File: src/rtl/framer_irq_pkg.sv
package framer_irq_pkg;

  localparam int IRQ_W   = 8;
  localparam int N_LEVEL = 4;

  // word zero bit positions
  localparam int W0_TSYNC = 7;
  localparam int W0_MSYNC = 6;
  localparam int W0_YEL   = 5;
  localparam int W0_AIS   = 4;
  localparam int W0_LOS   = 3;
  localparam int W0_SEF   = 2;
  localparam int W0_TXSLP = 1;
  localparam int W0_RXSLP = 0;

  // word one bit positions
  localparam int W1_FBIT  = 7;
  localparam int W1_CRC   = 6;
  localparam int W1_ALIGN = 4;
  localparam int W1_BPV   = 3;
  localparam int W1_PRBS  = 2;
  localparam int W1_DENS  = 1;

  localparam logic [IRQ_W-1:0] W0_USED = 8'hFF;
  localparam logic [IRQ_W-1:0] W1_USED = 8'b1101_1110;

  typedef logic [IRQ_W-1:0] irq_word_t;

endpackage

File: src/rtl/irq_lvl_chg.sv
module irq_lvl_chg #(
  parameter int N = 4
) (
  input  logic         clk,
  input  logic         rst_n,
  input  logic [N-1:0] lvl_i,
  output logic [N-1:0] chg_o
);

  logic [N-1:0] hist_q;

  for (genvar g = 0; g < N; g++) begin : g_bit
    logic hist_d;
    logic hist_ce;

    always_comb begin
      hist_ce  = lvl_i[g] ^ hist_q[g];
      hist_d   = lvl_i[g];
      chg_o[g] = hist_ce;
    end

    always_ff @(posedge clk or negedge rst_n) begin
      if (!rst_n) begin
        hist_q[g] <= 1'b0;
      end else if (hist_ce) begin
        hist_q[g] <= hist_d;
      end
    end
  end

endmodule

File: src/rtl/irq_sticky_word.sv
module irq_sticky_word #(
  parameter int              W    = 8,
  parameter logic [W-1:0]    USED = '1
) (
  input  logic         clk,
  input  logic         rst_n,
  input  logic [W-1:0] src_i,
  input  logic [W-1:0] en_i,
  input  logic         clr_i,
  output logic [W-1:0] word_o,
  output logic         pend_o
);

  logic [W-1:0] word_q;
  logic [W-1:0] word_d;
  logic [W-1:0] set_v;
  logic         word_ce;

  always_comb begin
    set_v   = src_i & en_i & USED;
    word_ce = clr_i | (|set_v);
    if (clr_i) begin
      word_d = set_v;
    end else begin
      word_d = word_q | set_v;
    end
  end

  always_ff @(posedge clk or negedge rst_n) begin
    if (!rst_n) begin
      word_q <= '0;
    end else if (word_ce) begin
      word_q <= word_d;
    end
  end

  always_comb begin
    word_o = word_q;
    pend_o = |(word_q & en_i);
  end

endmodule

File: src/rtl/framer_irq_regs.sv
module framer_irq_regs
  import framer_irq_pkg::*;
(
  input  logic             clk,
  input  logic             rst_n,
  input  logic             term_sync_i,
  input  logic             mfrm_sync_i,
  input  logic             ais_i,
  input  logic             los_i,
  input  logic             yellow_ev_i,
  input  logic             sev_err_ev_i,
  input  logic             tx_slip_ev_i,
  input  logic             rx_slip_ev_i,
  input  logic             fbit_err_ev_i,
  input  logic             crc_err_ev_i,
  input  logic             realign_ev_i,
  input  logic             bpv_ev_i,
  input  logic             prbs_err_ev_i,
  input  logic             density_ev_i,
  input  logic [IRQ_W-1:0] irq_en0_i,
  input  logic [IRQ_W-1:0] irq_en1_i,
  input  logic             rd_en_i,
  input  logic             rd_sel_i,
  output logic [IRQ_W-1:0] rd_data_o,
  output logic             irq_o
);

  logic [N_LEVEL-1:0] lvl_v;
  logic [N_LEVEL-1:0] chg_v;
  irq_word_t          src0;
  irq_word_t          src1;
  irq_word_t          word0_q;
  irq_word_t          word1_q;
  logic               pend0;
  logic               pend1;
  logic               clr0;
  logic               clr1;

  assign lvl_v = {term_sync_i, mfrm_sync_i, ais_i, los_i};

  irq_lvl_chg #(.N(N_LEVEL)) u_chg (
    .clk   (clk),
    .rst_n (rst_n),
    .lvl_i (lvl_v),
    .chg_o (chg_v)
  );

  always_comb begin
    src0            = '0;
    src0[W0_TSYNC]  = chg_v[3];
    src0[W0_MSYNC]  = chg_v[2];
    src0[W0_AIS]    = chg_v[1];
    src0[W0_LOS]    = chg_v[0];
    src0[W0_YEL]    = yellow_ev_i;
    src0[W0_SEF]    = sev_err_ev_i;
    src0[W0_TXSLP]  = tx_slip_ev_i;
    src0[W0_RXSLP]  = rx_slip_ev_i;

    src1            = '0;
    src1[W1_FBIT]   = fbit_err_ev_i & term_sync_i;
    src1[W1_CRC]    = crc_err_ev_i;
    src1[W1_ALIGN]  = realign_ev_i;
    src1[W1_BPV]    = bpv_ev_i;
    src1[W1_PRBS]   = prbs_err_ev_i;
    src1[W1_DENS]   = density_ev_i;

    clr0 = rd_en_i & ~rd_sel_i;
    clr1 = rd_en_i &  rd_sel_i;
  end

  irq_sticky_word #(.W(IRQ_W), .USED(W0_USED)) u_word0 (
    .clk    (clk),
    .rst_n  (rst_n),
    .src_i  (src0),
    .en_i   (irq_en0_i),
    .clr_i  (clr0),
    .word_o (word0_q),
    .pend_o (pend0)
  );

  irq_sticky_word #(.W(IRQ_W), .USED(W1_USED)) u_word1 (
    .clk    (clk),
    .rst_n  (rst_n),
    .src_i  (src1),
    .en_i   (irq_en1_i),
    .clr_i  (clr1),
    .word_o (word1_q),
    .pend_o (pend1)
  );

  always_comb begin
    if (!rd_en_i) begin
      rd_data_o = '0;
    end else if (rd_sel_i) begin
      rd_data_o = word1_q;
    end else begin
      rd_data_o = word0_q;
    end
    irq_o = pend0 | pend1;
  end

endmodule

File: config.mk
export PLATFORM = sky130hd
export DESIGN_NAME = framer_irq_regs
export DESIGN_NICKNAME = d
export VERILOG_FILES = /design/src/rtl/framer_irq_pkg.sv /design/src/rtl/irq_lvl_chg.sv /design/src/rtl/irq_sticky_word.sv /design/src/rtl/framer_irq_regs.sv
export SDC_FILE = /design/constraint.sdc
export NUM_CORES = 1
export LEC_CHECK = 0
export BUFFER_PORTS_ARGS = -buffer_cell sky130_fd_sc_hd__buf_2
export CAP_MARGIN = 20
export CORE_ASPECT_RATIO = 1.1
export CORE_MARGIN = 1
export CORE_UTILIZATION = 35
export CTS_CLUSTER_SIZE = 20
export DETAILED_ROUTE_END_ITERATION = 6
export GPL_ROUTABILITY_DRIVEN = 0
export PLACE_DENSITY = 0.65
export SYNTH_ARGS = -nofsm -noshare
export SYNTH_HDL_FRONTEND = slang
export SYNTH_SLANG_ARGS = --single-unit
File: constraint.sdc
create_clock -name clk -period 1.1 [get_ports clk]
set_clock_uncertainty 0.05 [all_clocks]
set_input_delay 0.11 -clock clk [delete_from_list [all_inputs] [get_ports clk]]
set_output_delay 0.11 -clock clk [all_outputs]
set_load 0.01 [all_outputs]
Word level (Yosys, flattened, before mapping)
Cells that the tools add are included.
{ "op_classes": {"n_addsub": 0, "mux": 4, "n_bitwise": 17, "n_reduce_logical": 4, "n_eq_ne": 0, "multipliers": 0, "magnitude_cmp": 0, "div": 0, "shifts": 0} }
{ "op_table": {"columns": ["operator", "n"], "rows": [
  ["$and 8x8->8", 4],
  ["$mux 8", 4],
  ["$reduce_or 8->1", 3],
  ["$or 8x8->8", 2],
  ["$reduce_or 6->1", 1],
  ["$xor 1x1->1", 4],
  ["$and 1x1->1", 3],
  ["$or 1x1->1", 3],
  ["$not 1->1", 1]
]} }
{ "word_totals": {"word_cells": 31, "romBits": 0, "ff_bits": 20, "ram_bits": 0, "in_bits": 34, "n_memories": 0, "latch_bits": 0} }

Longest topological paths before layout
{ "depth": {"word_depth": 4, "depth_mapped": 4, "ltp_nobuf": 3} }

Cells and area by module
Synthesis repeated with hierarchy kept, for this count alone.
{ "hier_totals": {"hier_cells": 106, "hier_area_um2": 962.2} }
{ "modules_own_cells": {"columns": ["module", "cells_each", "seq_area_each_um2", "area_per_inst_um2", "n_inst"], "rows": [
  ["irq_sticky_word (u_word0)", 37, 200.2, 336.6, 1],
  ["irq_sticky_word (u_word1)", 31, 150.1, 271.5, 1],
  ["irq_lvl_chg", 16, 100.1, 180.2, 1],
  ["framer_irq_regs", 22, 0.0, 173.9, 1]
]} }

Worst setup path after synthesis
No wires, ideal clock.
{ "synth_timing": {"path_kind": "reg-to-output", "start": "register u_word0.word_q[5], in the netlist u_word0.word_o[5]", "end": "output port irq_o", "stages_incl_launch_ff": 4, "path_slack_ns": -0.019, "t_arrival_ns": 0.959, "path_cell_list": "dfrtp_1 -> a22o_1 -> a221oi_1 -> nand4_1"} }
{ "synth_between": {"elab_chain_len": 3} }
{ "synth_rtl": {"columns": ["element", "line", "source"], "rows": [
  ["from (decl)", "irq_sticky_word.sv:14", "logic [W-1:0] word_q;"],
  ["from (signal assigned)", "irq_sticky_word.sv:33", "word_q <= word_d;"],
  ["$and 8x8->8", "irq_sticky_word.sv:39", "pend_o = |(word_q & en_i);"],
  ["$reduce_or 8->1", "irq_sticky_word.sv:39", null],
  ["$or 1x1->1", "framer_irq_regs.sv:99", "irq_o = pend0 | pend1;"],
  ["to (decl)", "framer_irq_regs.sv:25", "output logic irq_o"]
]} }
No other way between the ends.

Worst setup path in the final report
Ends and elaborated chain as after synthesis.

==> flow_summary.yaml <==
floorplanning:
  coreArea_sq_um: 2250
  start_util: 0.375
  dieWidth_microns: 48.8
  rows: 18
  pin_count: 43
  die-area_sq_um: 2610
  die_y_microns: 53.5
clocking:
  h-tree-depth: 1
  cts_root_buf: "clkbuf_4"
  cts_sinks: 18
  cts_buffer_depth: 2
  clk_pin_slew_worst_paths_ps: 100
  cts_buffers: 3
  cts_tree: "built"
  clock_latency_ps: 280
setup_path:
  worst-endpoint-required_ps: 940
  start_kind: "flop"
  max_stage_delay_ps: 410
  crit_path_max_fanout: 2
  crit_buf_inv: 1
  cpLargestDelayFamily: "compound AO/OA/AOI/OAI gates"
  slowest_stage: "dfrtp_1"
  endpoint_kind: "primary output"
  path_class: "reg -> out"
  critPathArrivalTime_ps: 1360
  critical_path.cell_chain: "a22o_1 > a221oi_2 > nand4_1 > buf_2"
power_and_ir_drop:
  pwr-share-comb: 0.293
  pwr-share-clk: 0.203
  seqPwrFrac: 0.504
  ir_worst_vdd_uv: 610
  switching_share: 0.269
  switching_power_mw: 0.419
  internal_power_mw: 1.14
  leakage_nw: 0.685
  power_mw: 1.56
  p_per_area_nw_per_um2: 1160
route:
  via_count: 775
  wl_per_cell_microns: 13.6
  drt_drc_violations_left: 0
  drt-total-wl_microns: 2200
  drtAntennaViolNets: 0
  first_pass_iters: 4
  vias_per_cell: 4.78
  first_iter_violations: 8
layout:
  final_area_sq_um: 1340
  final_cell_mix: "buf_2, dfrtp_1, a22o_1, dlygate4sd3_1, buf_6"
  drive_above_1_share: 0.455
  n_fill_cell: 200
  final_cells: 162
  layout.nets: 168
  final_common_cell: "buf_2"
  syn_to_final_growth_pct: 59.0
  antennaDiodeCount: 0
  finish.utilization: 0.596
timing:
  holdWs_ps: 10.3
  slew_viol_final: 0
  fin_ws_ps: -425
  post-route-period-util: 1.39
  rsz0062_at_grt: "true"
  timing.fmax_mhz: 656
  hold_viol: 0
  tns_ps: -1750
  fin_crit_ps: 1520
  worst_slew_pin_slew_ps: 414
  setup_viol: 9
  slew-limit-headroom: 0.724
yosys:
  synthCells: 69
  syn_area_sq_um: 845
  ys_types: 16
  syn_avg_cell_area_sq_um: 12.2
  yosys_warnings: 0
  synth_fp_nets: 103
  ys_ff_latch: 18
  yosysSeqAreaShare: 0.533
grt:
  grt_pass1_wl_microns: 3390
  track_usage: 0.181
  antenna_found_initial: 0
  grt_max_degree: 19
  grt_pass1_vias: 724
  grt_overflow_total: 0
placement:
  io_buffers: 40
  place_inst: 142
  postPlaceCellArea_sq_um: 1120
  place_ws_ps: -96.3
  hpwl_microns: 1540
min_path:
  worstHoldPathType: "in -> reg"
job:
  cap_viol_max_count: 0
outcome:
  violations: "negative setup slack"
  status: "finished, violations left"
## layer usage
metal	track usage	vias to the layer above	routed length, microns
li1	-	382	-
met1	0.242	356	998
met2	0.275	33	1040
met3	0.0374	4	123
met4	0.103	0	34
met5	0	-	0
## sequential cells by signal (all words and copies together), names as in the netlist
name and cells:
u_chg.hist_q 4, u_word1.word_o 6, u_word0.word_o 8
## worst paths after layout
| kind | start | endpoint | slack, ps | cells after the start |
|---|---|---|---|---|
| worst max-delay path | u_word0.word_o[5] | irq_o | -420 | 4 |
| worst min-delay path | prbs_err_ev_i | u_word1.word_o[2] | 10 | 2 |
| worst max register to register | u_word0.word_o[5] | u_word0.word_o[5] | 30 | 4 |
| worst min register to register | u_word1.word_o[1] | u_word1.word_o[1] | 490 | 1 |
| max in group asynchronous | rst_n | u_word1.word_o[7] | 480 | 2 |
| min in group asynchronous | rst_n | u_word1.word_o[2] | 230 | 2 |
## synthesized netlist by cell type (all sizes together)
library cell   n  area [sq um]
a32o           1          10.0
nor2           2          7.51
nor2b          6          37.5
a221oi         1          8.76
a22oi          5          37.5
nand4          1          6.26
dfrtp         18           450
nand2          1          3.75
nand2b         1          13.8
inv            2          7.51
mux2i          6          60.1
a22o          14           123
xor2           4          35.0
and3           1          6.26
clkbuf         4          15.0
buf            2          22.5
## power by group through the flow
| stage | clock [mW] | combinational, mW | sequential, mW |
|---|---|---|---|
| after floorplan | 0 | 0.178 | 0.788 |
| after global placement | 0 | 0.361 | 0.789 |
| after detailed placement | 0 | 0.367 | 0.794 |
| after CTS | 0.327 | 0.420 | 0.783 |
| after global routing | 0.379 | 0.499 | 0.797 |
| final | 0.317 | 0.458 | 0.786 |
## timing repair
item                       in CTS  in global routing
setup buffers                   2                  3
pin swaps                       2                  0
hold endpoints to repair       28                  3
gates resized for setup         6                  5
hold buffers                   11                  3
setup endpoints to repair       9                  9
## cells by family after synthesis
| group | after synthesis | share of synthesized area |
|---|---|---|
| mux | 6 | 0.0711 |
| compound gates | 21 | 0.212 |
| xor+xnor | 4 | 0.0415 |
| buf+inv | 8 | 0.0533 |
| simple gates | 12 | 0.0889 |
| flops | 18 | 0.533 |
## worst reg2reg max path, cell delays in order, from the launching register on
cell     delay [ps]
dfrtp_1         410
buf_4           140
buf_6           100
buf_6           100
a22o_1          170
## final cells by class
cell class | count | area (sq um) | area share
clock buffer | 3 | 22.5 | 0.0168
inverter | 2 | 7.51 | 0.00559
multi-input combinational | 43 | 364 | 0.271
sequential | 18 | 450 | 0.336
tap | 30 | 37.5 | 0.0280
timing repair buffer | 66 | 460 | 0.343
(Power assumes the default switching activity.)
